$ cat src/rtl/fsk_frame_pkg.sv
package fsk_frame_pkg;

  typedef enum logic [1:0] {
    ST_IDLE = 2'd0,
    ST_SEND = 2'd1,
    ST_TAIL = 2'd2,
    ST_FIN  = 2'd3
  } fsk_state_t;

  localparam logic [7:0]  DEF_FILL_BYTE = 8'hAA;
  localparam logic [15:0] DEF_SYNC_WORD = 16'h2DD4;

endpackage

$ cat src/rtl/fsk_req_sync.sv
module fsk_req_sync #(
  parameter int STAGES = 2
) (
  input  logic clk,
  input  logic rst_n,
  input  logic req_n_i,
  input  logic arm_i,
  output logic bit_tick_o
);

  logic [STAGES-1:0] chain_q;
  logic [STAGES-1:0] chain_d;
  logic              low_seen_q;
  logic              low_seen_d;
  logic              req_s;

  assign req_s = chain_q[STAGES-1];

  always_comb begin
    chain_d    = {chain_q[STAGES-2:0], req_n_i};
    low_seen_d = arm_i & ~req_s;
    bit_tick_o = arm_i & low_seen_q & req_s;
  end

  always_ff @(posedge clk or negedge rst_n) begin
    if (!rst_n) begin
      chain_q    <= '1;
      low_seen_q <= 1'b0;
    end else begin
      chain_q    <= chain_d;
      low_seen_q <= low_seen_d;
    end
  end

endmodule

$ cat src/rtl/fsk_payload_bank.sv
module fsk_payload_bank #(
  parameter int BYTES  = 16,
  parameter int ADDR_W = $clog2(BYTES)
) (
  input  logic              clk,
  input  logic              rst_n,
  input  logic              wr_en_i,
  input  logic [ADDR_W-1:0] wr_addr_i,
  input  logic [7:0]        wr_data_i,
  input  logic [ADDR_W-1:0] rd_addr_i,
  output logic [7:0]        rd_data_o
);

  logic [7:0] slot_q [BYTES];

  for (genvar g = 0; g < BYTES; g++) begin : g_slot
    logic       slot_we;
    assign slot_we = wr_en_i && (wr_addr_i == ADDR_W'(g));

    always_ff @(posedge clk or negedge rst_n) begin
      if (!rst_n) begin
        slot_q[g] <= 8'h00;
      end else if (slot_we) begin
        slot_q[g] <= wr_data_i;
      end
    end
  end

  always_comb begin
    if (int'(rd_addr_i) < BYTES) rd_data_o = slot_q[rd_addr_i];
    else                         rd_data_o = 8'h00;
  end

endmodule

$ cat src/rtl/fsk_frame_seq.sv
module fsk_frame_seq
  import fsk_frame_pkg::*;
#(
  parameter int          LEAD_BYTES  = 3,
  parameter int          BYTES       = 16,
  parameter int          TAIL_BYTES  = 2,
  parameter int          ADDR_W      = $clog2(BYTES),
  parameter logic [7:0]  FILL_BYTE   = DEF_FILL_BYTE,
  parameter logic [15:0] SYNC_WORD   = DEF_SYNC_WORD
) (
  input  logic              clk,
  input  logic              rst_n,
  input  logic              start_i,
  input  logic              bit_tick_i,
  input  logic [7:0]        pay_byte_i,
  output logic [ADDR_W-1:0] pay_addr_o,
  output logic              arm_o,
  output logic              fsk_o,
  output logic              tx_en_o,
  output logic              busy_o,
  output logic              done_o
);

  localparam int TOTAL = LEAD_BYTES + 2 + BYTES + 1 + TAIL_BYTES;
  localparam int IW    = $clog2(TOTAL);
  localparam logic [IW-1:0] IDX_SYNC_HI = IW'(LEAD_BYTES);
  localparam logic [IW-1:0] IDX_SYNC_LO = IW'(LEAD_BYTES + 1);
  localparam logic [IW-1:0] IDX_PAY     = IW'(LEAD_BYTES + 2);
  localparam logic [IW-1:0] IDX_CK      = IW'(LEAD_BYTES + 2 + BYTES);
  localparam logic [IW-1:0] IDX_LAST    = IW'(TOTAL - 1);

  fsk_state_t    state_q, state_d;
  logic [IW-1:0] byte_q,  byte_d;
  logic [2:0]    bit_q,   bit_d;
  logic [7:0]    acc_q,   acc_d;
  logic          fsk_q,   fsk_d;
  logic          txen_q,  txen_d;
  logic          done_q,  done_d;

  logic [7:0]    cur_byte;
  logic          in_payload;
  logic [IW-1:0] pay_off;

  assign in_payload = (byte_q >= IDX_PAY) && (byte_q < IDX_CK);
  assign pay_off    = byte_q - IDX_PAY;
  assign pay_addr_o = pay_off[ADDR_W-1:0];

  always_comb begin
    if (byte_q < IDX_SYNC_HI)       cur_byte = FILL_BYTE;
    else if (byte_q == IDX_SYNC_HI) cur_byte = SYNC_WORD[15:8];
    else if (byte_q == IDX_SYNC_LO) cur_byte = SYNC_WORD[7:0];
    else if (in_payload)            cur_byte = pay_byte_i;
    else if (byte_q == IDX_CK)      cur_byte = acc_q;
    else                            cur_byte = FILL_BYTE;
  end

  always_comb begin
    state_d = state_q;
    byte_d  = byte_q;
    bit_d   = bit_q;
    acc_d   = acc_q;
    fsk_d   = fsk_q;
    txen_d  = txen_q;
    done_d  = 1'b0;
    unique case (state_q)
      ST_IDLE: begin
        if (start_i) begin
          state_d = ST_SEND;
          txen_d  = 1'b1;
          byte_d  = '0;
          bit_d   = '0;
          acc_d   = '0;
        end
      end
      ST_SEND: begin
        if (bit_tick_i) begin
          fsk_d = cur_byte[~bit_q];
          if (bit_q == 3'd7) begin
            bit_d = '0;
            if (in_payload) acc_d = acc_q + cur_byte;
            if (byte_q == IDX_LAST) state_d = ST_TAIL;
            else                    byte_d  = byte_q + 1'b1;
          end else begin
            bit_d = bit_q + 1'b1;
          end
        end
      end
      ST_TAIL: begin
        if (bit_tick_i) begin
          state_d = ST_FIN;
          txen_d  = 1'b0;
          fsk_d   = 1'b1;
          done_d  = 1'b1;
        end
      end
      ST_FIN: begin
        state_d = ST_IDLE;
      end
      default: state_d = ST_IDLE;
    endcase
  end

  always_ff @(posedge clk or negedge rst_n) begin
    if (!rst_n) begin
      state_q <= ST_IDLE;
      byte_q  <= '0;
      bit_q   <= '0;
      acc_q   <= '0;
      fsk_q   <= 1'b1;
      txen_q  <= 1'b0;
      done_q  <= 1'b0;
    end else begin
      state_q <= state_d;
      byte_q  <= byte_d;
      bit_q   <= bit_d;
      acc_q   <= acc_d;
      fsk_q   <= fsk_d;
      txen_q  <= txen_d;
      done_q  <= done_d;
    end
  end

  assign arm_o   = (state_q == ST_SEND) || (state_q == ST_TAIL);
  assign busy_o  = (state_q != ST_IDLE);
  assign fsk_o   = fsk_q;
  assign tx_en_o = txen_q;
  assign done_o  = done_q;

endmodule

$ cat src/rtl/fsk_frame_tx.sv
module fsk_frame_tx
  import fsk_frame_pkg::*;
#(
  parameter int          PAYLOAD_BYTES = 16,
  parameter int          LEAD_BYTES    = 3,
  parameter int          TAIL_BYTES    = 2,
  parameter int          SYNC_STAGES   = 2,
  parameter logic [7:0]  FILL_BYTE     = DEF_FILL_BYTE,
  parameter logic [15:0] SYNC_WORD     = DEF_SYNC_WORD,
  parameter int          ADDR_W        = $clog2(PAYLOAD_BYTES)
) (
  input  logic              clk,
  input  logic              rst_n,
  input  logic              start_i,
  input  logic              load_en_i,
  input  logic [ADDR_W-1:0] load_addr_i,
  input  logic [7:0]        load_data_i,
  input  logic              req_n_i,
  output logic              fsk_o,
  output logic              tx_en_o,
  output logic              busy_o,
  output logic              done_o
);

  logic              bit_tick;
  logic              arm;
  logic              bank_we;
  logic [ADDR_W-1:0] rd_addr;
  logic [7:0]        rd_byte;

  assign bank_we = load_en_i & ~busy_o;

  fsk_req_sync #(
    .STAGES (SYNC_STAGES)
  ) u_sync (
    .clk        (clk),
    .rst_n      (rst_n),
    .req_n_i    (req_n_i),
    .arm_i      (arm),
    .bit_tick_o (bit_tick)
  );

  fsk_payload_bank #(
    .BYTES  (PAYLOAD_BYTES),
    .ADDR_W (ADDR_W)
  ) u_bank (
    .clk       (clk),
    .rst_n     (rst_n),
    .wr_en_i   (bank_we),
    .wr_addr_i (load_addr_i),
    .wr_data_i (load_data_i),
    .rd_addr_i (rd_addr),
    .rd_data_o (rd_byte)
  );

  fsk_frame_seq #(
    .LEAD_BYTES (LEAD_BYTES),
    .BYTES      (PAYLOAD_BYTES),
    .TAIL_BYTES (TAIL_BYTES),
    .ADDR_W     (ADDR_W),
    .FILL_BYTE  (FILL_BYTE),
    .SYNC_WORD  (SYNC_WORD)
  ) u_seq (
    .clk        (clk),
    .rst_n      (rst_n),
    .start_i    (start_i),
    .bit_tick_i (bit_tick),
    .pay_byte_i (rd_byte),
    .pay_addr_o (rd_addr),
    .arm_o      (arm),
    .fsk_o      (fsk_o),
    .tx_en_o    (tx_en_o),
    .busy_o     (busy_o),
    .done_o     (done_o)
  );

endmodule

$ cat config.mk
export PLATFORM = sky130hd
export DESIGN_NAME = fsk_frame_tx
export DESIGN_NICKNAME = d
export VERILOG_FILES = /design/src/rtl/fsk_frame_pkg.sv /design/src/rtl/fsk_req_sync.sv /design/src/rtl/fsk_payload_bank.sv /design/src/rtl/fsk_frame_seq.sv /design/src/rtl/fsk_frame_tx.sv
export SDC_FILE = /design/constraint.sdc
export NUM_CORES = 1
export LEC_CHECK = 0
export BUFFER_PORTS_ARGS = -buffer_cell sky130_fd_sc_hd__clkbuf_2
export CAP_MARGIN = 20
export CORE_AREA = 2 2 135 137
export CTS_BUF_LIST = sky130_fd_sc_hd__clkbuf_16
export DETAILED_ROUTE_END_ITERATION = 6
export DIE_AREA = 0 0 137 139
export MAX_ROUTING_LAYER = met4
export SETUP_SLACK_MARGIN = 0.15
export SLEW_MARGIN = 20
export SYNTH_ARGS = -nofsm -noshare
export SYNTH_HDL_FRONTEND = slang
export SYNTH_SLANG_ARGS = --single-unit
$ cat constraint.sdc
create_clock -name clk -period 8.4 [get_ports clk]
set_clock_uncertainty 0.2 [all_clocks]
set_input_delay 0.42 -clock clk [delete_from_list [all_inputs] [get_ports clk]]
set_output_delay 0.42 -clock clk [all_outputs]
set_load 0.1 [all_outputs]
# [After elaboration in Yosys (flattened, before gate mapping)]
# Index checks and enable logic that the tools add are counted.
[op_classes] addsub=4 n_lt_le_gt_ge=5 n_eq_ne=30 mux=38 bitwise_logic=8 n_reduce_logical=30
[ops] operator="8-bit two-way mux" count=11
[ops] operator="8-bit binary-select mux with 4-bit select" count=1
[ops] operator="4-bit == test (second input constant)" count=8
[ops] operator="5-bit two-way mux" count=4
[ops] operator="1-bit logical AND" count=17
[ops] operator="4-bit by 3-bit == test with 1-bit output (second input constant)" count=4
[ops] operator="8-bit case mux with 2 select lines" count=1
[ops] operator="5-bit AND reduction" count=3
[ops] operator="5-bit == test (second input constant)" count=2
[ops] operator="2-bit two-way mux" count=5
[ops] operator="5-bit case mux with 2 select lines" count=1
[ops] operator="3-bit two-way mux" count=3
[ops] operator="3-bit AND reduction" count=3
[ops] operator="8-bit adder" count=1
[ops] operator="4-bit by 2-bit == test with 1-bit output (second input constant)" count=2
[ops] operator="2-bit inequality test (second input constant)" count=4
[ops] operator="2-bit case mux with 4 select lines" count=1
[ops] operator="2-bit nonzero test" count=4
[ops] operator="1-bit two-way mux" count=7
[ops] operator="2-bit by 1-bit inequality test with 1-bit output (second input constant)" count=3
[ops] operator="3-bit case mux with 2 select lines" count=1
[ops] operator="5-bit by 1-bit adder with 5-bit output (second input constant)" count=1
[ops] operator="5-bit by 2-bit == test with 1-bit output (second input constant)" count=1
[ops] operator="5-bit by 3-bit == test with 1-bit output (second input constant)" count=1
[ops] operator="other kinds (20)" count=26
[word_totals] regBits=152 input_bits=17 output_inout_bits=4

# [Longest topological paths before layout]
[logic_depth] word_depth=14 mapped_depth=19 mapped_depth_nobuf=15

# [By module]
# A second synthesis with hierarchy kept.
[hier_totals] hier_cells=602 hier_area_um2=7926.4
[by_module_without_submodules] module="fsk_payload_bank" n_inst=1 cells_each=364 area_each_um2=5903.2
[by_module_without_submodules] module="fsk_frame_seq" n_inst=1 cells_each=232 area_each_um2=1915.6
[by_module_without_submodules] module="fsk_req_sync" n_inst=1 cells_each=5 area_each_um2=93.8
[by_module_without_submodules] module="fsk_frame_tx" n_inst=1 cells_each=1 area_each_um2=13.8

# [Worst setup path before layout]
# OpenSTA, ideal clock, no wires.
[synth_path] path_kind="reg2reg" from="reg u_seq.byte_q[0]" to="reg u_seq.acc_q[7]" arrival_time_ns=4.576 required_time_ns=8.118 setup_slack_ns=3.542 stages_incl_launch_ff=20 n_path_buf=5 synth_period_minus_slack_ns=4.858 cell_sequence="dfrtp_1 -> buf_6 -> buf_6 -> buf_6 -> inv_1 -> ha_1 -> buf_2 -> buf_4 -> mux4_2 -> mux2_2 -> o31ai_1 -> a211oi_1 -> ha_1 -> a21o_1 -> a21oi_1 -> o21bai_1 -> a2111o_1 -> and3_1 -> or4_4 -> a22oi_2"
[synth_between] elab_chain_len=14 elab_cells_between_ends=24 classes_between="2 x add/sub; 3 x order compare; 4 x eq/ne; 12 x mux; 1 x bitwise; 2 x reduce/logical"
[synth_lines] item="start, declared" line_no="fsk_frame_seq.sv:33" rtl="logic [IW-1:0] byte_q, byte_d;"
[synth_lines] item="start signal, assigned" line_no="fsk_frame_seq.sv:114" rtl="byte_q <= byte_d;"
[synth_lines] item="4-bit by 3-bit subtractor with 4-bit output" line_no="fsk_frame_seq.sv:45" rtl="assign pay_off = byte_q - IDX_PAY;"
[synth_lines] item="4-bit NOT with 5-bit output (implied by the code)" line_no="fsk_payload_bank.sv:30" rtl="if (int'(rd_addr_i) < BYTES) rd_data_o = slot_q[rd_addr_i];"
[synth_lines] item="8-bit binary-select mux with 4-bit select" line_no="fsk_payload_bank.sv:30"
[synth_lines] item="8-bit two-way mux (implied by the code) (2 in a row)" line_no="fsk_payload_bank.sv:30"
[synth_lines] item="8-bit two-way mux" line_no="fsk_frame_seq.sv:52" rtl="else if (in_payload) cur_byte = pay_byte_i;"
[synth_lines] item="8-bit two-way mux" line_no="fsk_frame_seq.sv:51" rtl="else if (byte_q == IDX_SYNC_LO) cur_byte = SYNC_WORD[7:0];"
[synth_lines] item="8-bit two-way mux" line_no="fsk_frame_seq.sv:50" rtl="else if (byte_q == IDX_SYNC_HI) cur_byte = SYNC_WORD[15:8];"
[synth_lines] item="8-bit two-way mux" line_no="fsk_frame_seq.sv:49" rtl="if (byte_q < IDX_SYNC_HI) cur_byte = FILL_BYTE;"
[synth_lines] item="8-bit adder" line_no="fsk_frame_seq.sv:80" rtl="if (in_payload) acc_d = acc_q + cur_byte;"
[synth_lines] item="8-bit two-way mux" line_no="fsk_frame_seq.sv:80"
[synth_lines] item="8-bit two-way mux" line_no="fsk_frame_seq.sv:78" rtl="if (bit_q == 3'd7) begin"
[synth_lines] item="8-bit two-way mux" line_no="fsk_frame_seq.sv:76" rtl="if (bit_tick_i) begin"
[synth_lines] item="8-bit case mux with 2 select lines" line_no="fsk_frame_seq.sv:65" rtl="unique case (state_q)"
[synth_lines] item="end signal, assigned" line_no="fsk_frame_seq.sv:108" rtl="acc_q <= '0;"
[synth_lines] item="end signal, assigned" line_no="fsk_frame_seq.sv:116" rtl="acc_q <= acc_d;"
[synth_lines] item="end, declared" line_no="fsk_frame_seq.sv:35" rtl="logic [7:0] acc_q, acc_d;"
# Several ways; a longest one is shown, not always the timed one. The select of a mux whose other input is x is not followed.
# A chain may end at the register's enable or synchronous reset.

# [Final worst setup path]
# Same ends and word-level chain as after synthesis.

==> impl_results.md <==
- Cell count of the worst reg-to-reg path: 16
- Global-route wire length before repair: 27800 um
- Final setup violation count: 0
- Post-detail-place hpwl: 11300 um
- Max Slew Vio Count: 0
- Sum Neg Setup Slack: 0 ns
- Post-Syn Nets: 612
- Simple-gate share of the synthesized area: 0.0740
- Mux cell area share after synthesis: 0.300
- Pwr Density: 214 nW/um2
- Largest family of logic cells by synthesized area: multiplexers
- Rows: 49
- Maximum buffer depth of the clock tree: 2
- Post-Synth Adder-Cell Area: 0.0283
- Die X: 137 um
- Tot Pwr: 1.85 mW
- Area delta synth->final: 11.0%
- Post-Place Cells: 802
- Fin. Hold Viols: 0
- Final ANT Viol Nets: 0
- Final Util: 0.490
- Cell taking the most area after synthesis: dfrtp_1
- Cts bufs inserted: 17
- Crit end category: register
- Hold/Removal Path Class: reg -> reg
- CP Class: reg -> reg
- First DRT Iteration DRCs: 301
- Commonest register cell after synthesis: dfrtp_1
- Root Driver: clkbuf_16
- Die Area: 19000 um2
- Clk pin slew, worst setup/hold paths: 0.06 ns
- Final instance area: 8650 um2
- Post_cts resized: 0
- Number of port buffers: 20
- Largest net degree at the start of global routing: 89
- Synth top area share: 0.479
- Synth area leaders: dfrtp_1 48%, mux2_2 19%, mux4_2 8.7%
- DRC violations left: 0
- Max cap viols: 0
- Via count: 4795
- VDD IR-drop max: 0.136 mV
- CP arrival: 5.61 ns
- Crit path launch: u_seq.byte_q[0]$_DFFE_PN0P_
- Layout cell share with drive strength beyond 1: 0.386
- Post-synthesis register bit count: 152
- R2R setup slack: 2.93 ns
- Area after DPL: 8080 um2
- Compound-Gate Fraction of Synth Area: 0.0694
- Skew-Pair Late Insertion Delay: 0.43 ns
- Initial antenna violation count: 0
- Tmin final: 5.47 ns
- Post-Syn Instances: 578
- R2R Path End: u_seq.acc_q[7]$_DFFE_PN0P_
- Syn Area/Cell: 13.5 um2
- Status: completed
- Synth warnings: 0
- Starting Density: 0.441
- Top Family by Delay on Critical Path: compound AO/OA/AOI/OAI gates
- Via/cell ratio: 5.74
- CP endpoint: u_seq.acc_q[7]$_DFFE_PN0P_
- Cell count along the critical path: 16
- CTS tree: built
- RSZ-0062 raised after global routing: false
- Number of global-route vias before repair: 4898
- # diodes: 0
- Worst slew pin tran: 0.988 ns
- WL final: 17100 um
- Synth cell types: 65
- Core footprint: 17700 um2
- XOR/XNOR Fraction of Synth Area: 0.0146
- Register area share after synthesis: 0.489
- Drt wl/cell: 20.4 um
- Max stage delay cell, worst path: buf_4
- Final cycle utilization of the critical path: 0.651
- Ports: 21
- Crit Reg-Reg Startpoint: u_seq.byte_q[0]$_DFFE_PN0P_
- Layout Cells excl Fill: 836
- Asr flop ratio synth: 1.00
- CP Max Fanout: 42
- CTS Sinks: 152
- Fmax: 183 MHz
- CP Data Required Time: 8.54 ns
- Synth Cell Area: 7790 um2
- Iteration count of the initial detailed-routing pass: 4
- Crit path largest cell delay: 0.60 ns
- Critical path buffers and inverters: 3
- Number of synthesized flops with an enable pin: 0
- GRT Overall Usage: 0.199
- Setup crit start kind: register
- Slew HR: 0.339
- Routability cong.: 0.896
- Global route overflow: 0
- Die Span Y: 139 um
- Leak: 4.16 nW
- Nets@finish: 628
- Worst path cell trace: buf_4, inv_1, ha_1, buf_4, mux4_1, nor2b_1, a2111oi_0, a221oi_2, ha_1, a21o_1, a21oi_1, o21bai_1, a2111o_1, and3_1, or4_4, a22oi_2
- H-tree depth: 4
-- repair_timing --
action                                 4_1_cts  5_1_grt
endpoints found under the hold margin       62        0
setup buffers                                0        0
hold buffers                                 2        0
setup endpoints to repair                    0        0
-- worst min-delay path by stage --
| stage | depth (start not counted) | slack, ns | to | from |
|---|---|---|---|---|
| floorplan | 0 | -0.08 | u_bank.slot_q[0]$_DFFE_PN0P_ | rst_n |
| global placement | 0 | 0.15 | u_sync.chain_q[1]$_DFF_PN1_ | u_sync.chain_q[0]$_DFF_PN1_ |
| detailed placement | 0 | 0.15 | u_sync.chain_q[1]$_DFF_PN1_ | u_sync.chain_q[0]$_DFF_PN1_ |
| CTS | 0 | 0.16 | u_sync.chain_q[1]$_DFF_PN1_ | u_sync.chain_q[0]$_DFF_PN1_ |
| global route | 0 | 0.16 | u_sync.chain_q[1]$_DFF_PN1_ | u_sync.chain_q[0]$_DFF_PN1_ |
| finish | 0 | 0.16 | u_sync.chain_q[1]$_DFF_PN1_ | u_sync.chain_q[0]$_DFF_PN1_ |
-- per-layer routing --
| metal | global-route usage | vias up | routed length (um) |
|---|---|---|---|
| met5 | - | - | 0 |
| met4 | 0.0526 | 0 | 273 |
| met3 | 0.0523 | 16 | 648 |
| met2 | 0.301 | 81 | 8170 |
| met1 | 0.268 | 2510 | 7990 |
| li1 | - | 2188 | - |
-- cell usage after synthesis (11+ instances only) --
cell type / count
dfrtp_1: 149
mux2_2: 132
mux4_2: 30
nor2_1: 29
nand2_1: 24
clkbuf_1: 21
ha_1: 16
o21ai_0: 14
nor3_1: 13
a21oi_1: 11
inv_1: 11
mux2i_1: 11
-- metrics by stage --
stage / hold slack, ns / setup WS [ns]
floorplan: -0.0756 / 3.54
global placement: 0.147 / 2.98
detailed placement: 0.147 / 2.92
CTS: 0.157 / 2.88
global route: 0.159 / 2.60
finish: 0.155 / 2.93
-- layout make-up --
cell class | count | area [um2]
Sequential cell | 152 | 3810
Tap cell | 229 | 287
Inverter | 11 | 41.3
Clock inverter | 15 | 128
Multi-Input combinational cell | 384 | 3790
Clock buffer | 17 | 425
Fill cell | 1573 | 9000
Timing Repair Buffer | 28 | 175
-- power by group --
group	total [mW]	switching [mW]	internal (mW)
clock	0.724	0.316	0.408
sequential	0.769	0.0219	0.747
combinational	0.356	0.220	0.136
-- placed cells by master (no fill, tap or decap), types with 5 or more instances in the layout --
cell | synthesis | layout
inv_1 | 11 | 14
a21oi_1 | 11 | 11
nor2b_1 | 8 | 8
xor2_1 | 5 | 5
buf_4 | 3 | 5
a22o_1 | 9 | 9
nand2_1 | 24 | 24
nand2b_1 | 7 | 7
clkbuf_16 | 0 | 17
clkbuf_2 | 0 | 19
nor3_1 | 13 | 13
dfrtp_1 | 149 | 148
nor2_1 | 29 | 29
nand3_1 | 5 | 5
mux2i_1 | 11 | 11
o21ai_0 | 14 | 14
mux2_2 | 132 | 132
ha_1 | 16 | 16
mux4_2 | 30 | 30
-- registers in the layout, summed over array words and instances (netlist names) --
register           cells
u_seq.done_o           1
u_sync.chain_q         2
u_seq.bit_q            3
u_sync.low_seen_q      1
u_seq.fsk_o            1
u_seq.byte_q           5
u_bank.slot_q        128
u_seq.tx_en_o          1
u_seq.state_q          2
u_seq.acc_q            8
-- cells by family after synthesis --
| group | after synthesis |
|---|---|
| AO/OA/AOI/OAI | 72 |
| multiplexers | 176 |
| AND/OR/NAND/NOR | 109 |
| adder cells (fa/ha/maj) | 17 |
| buffers and inverters | 42 |
| XOR/XNOR | 10 |
| flip-flops | 152 |
(Power assumes the default switching activity.)
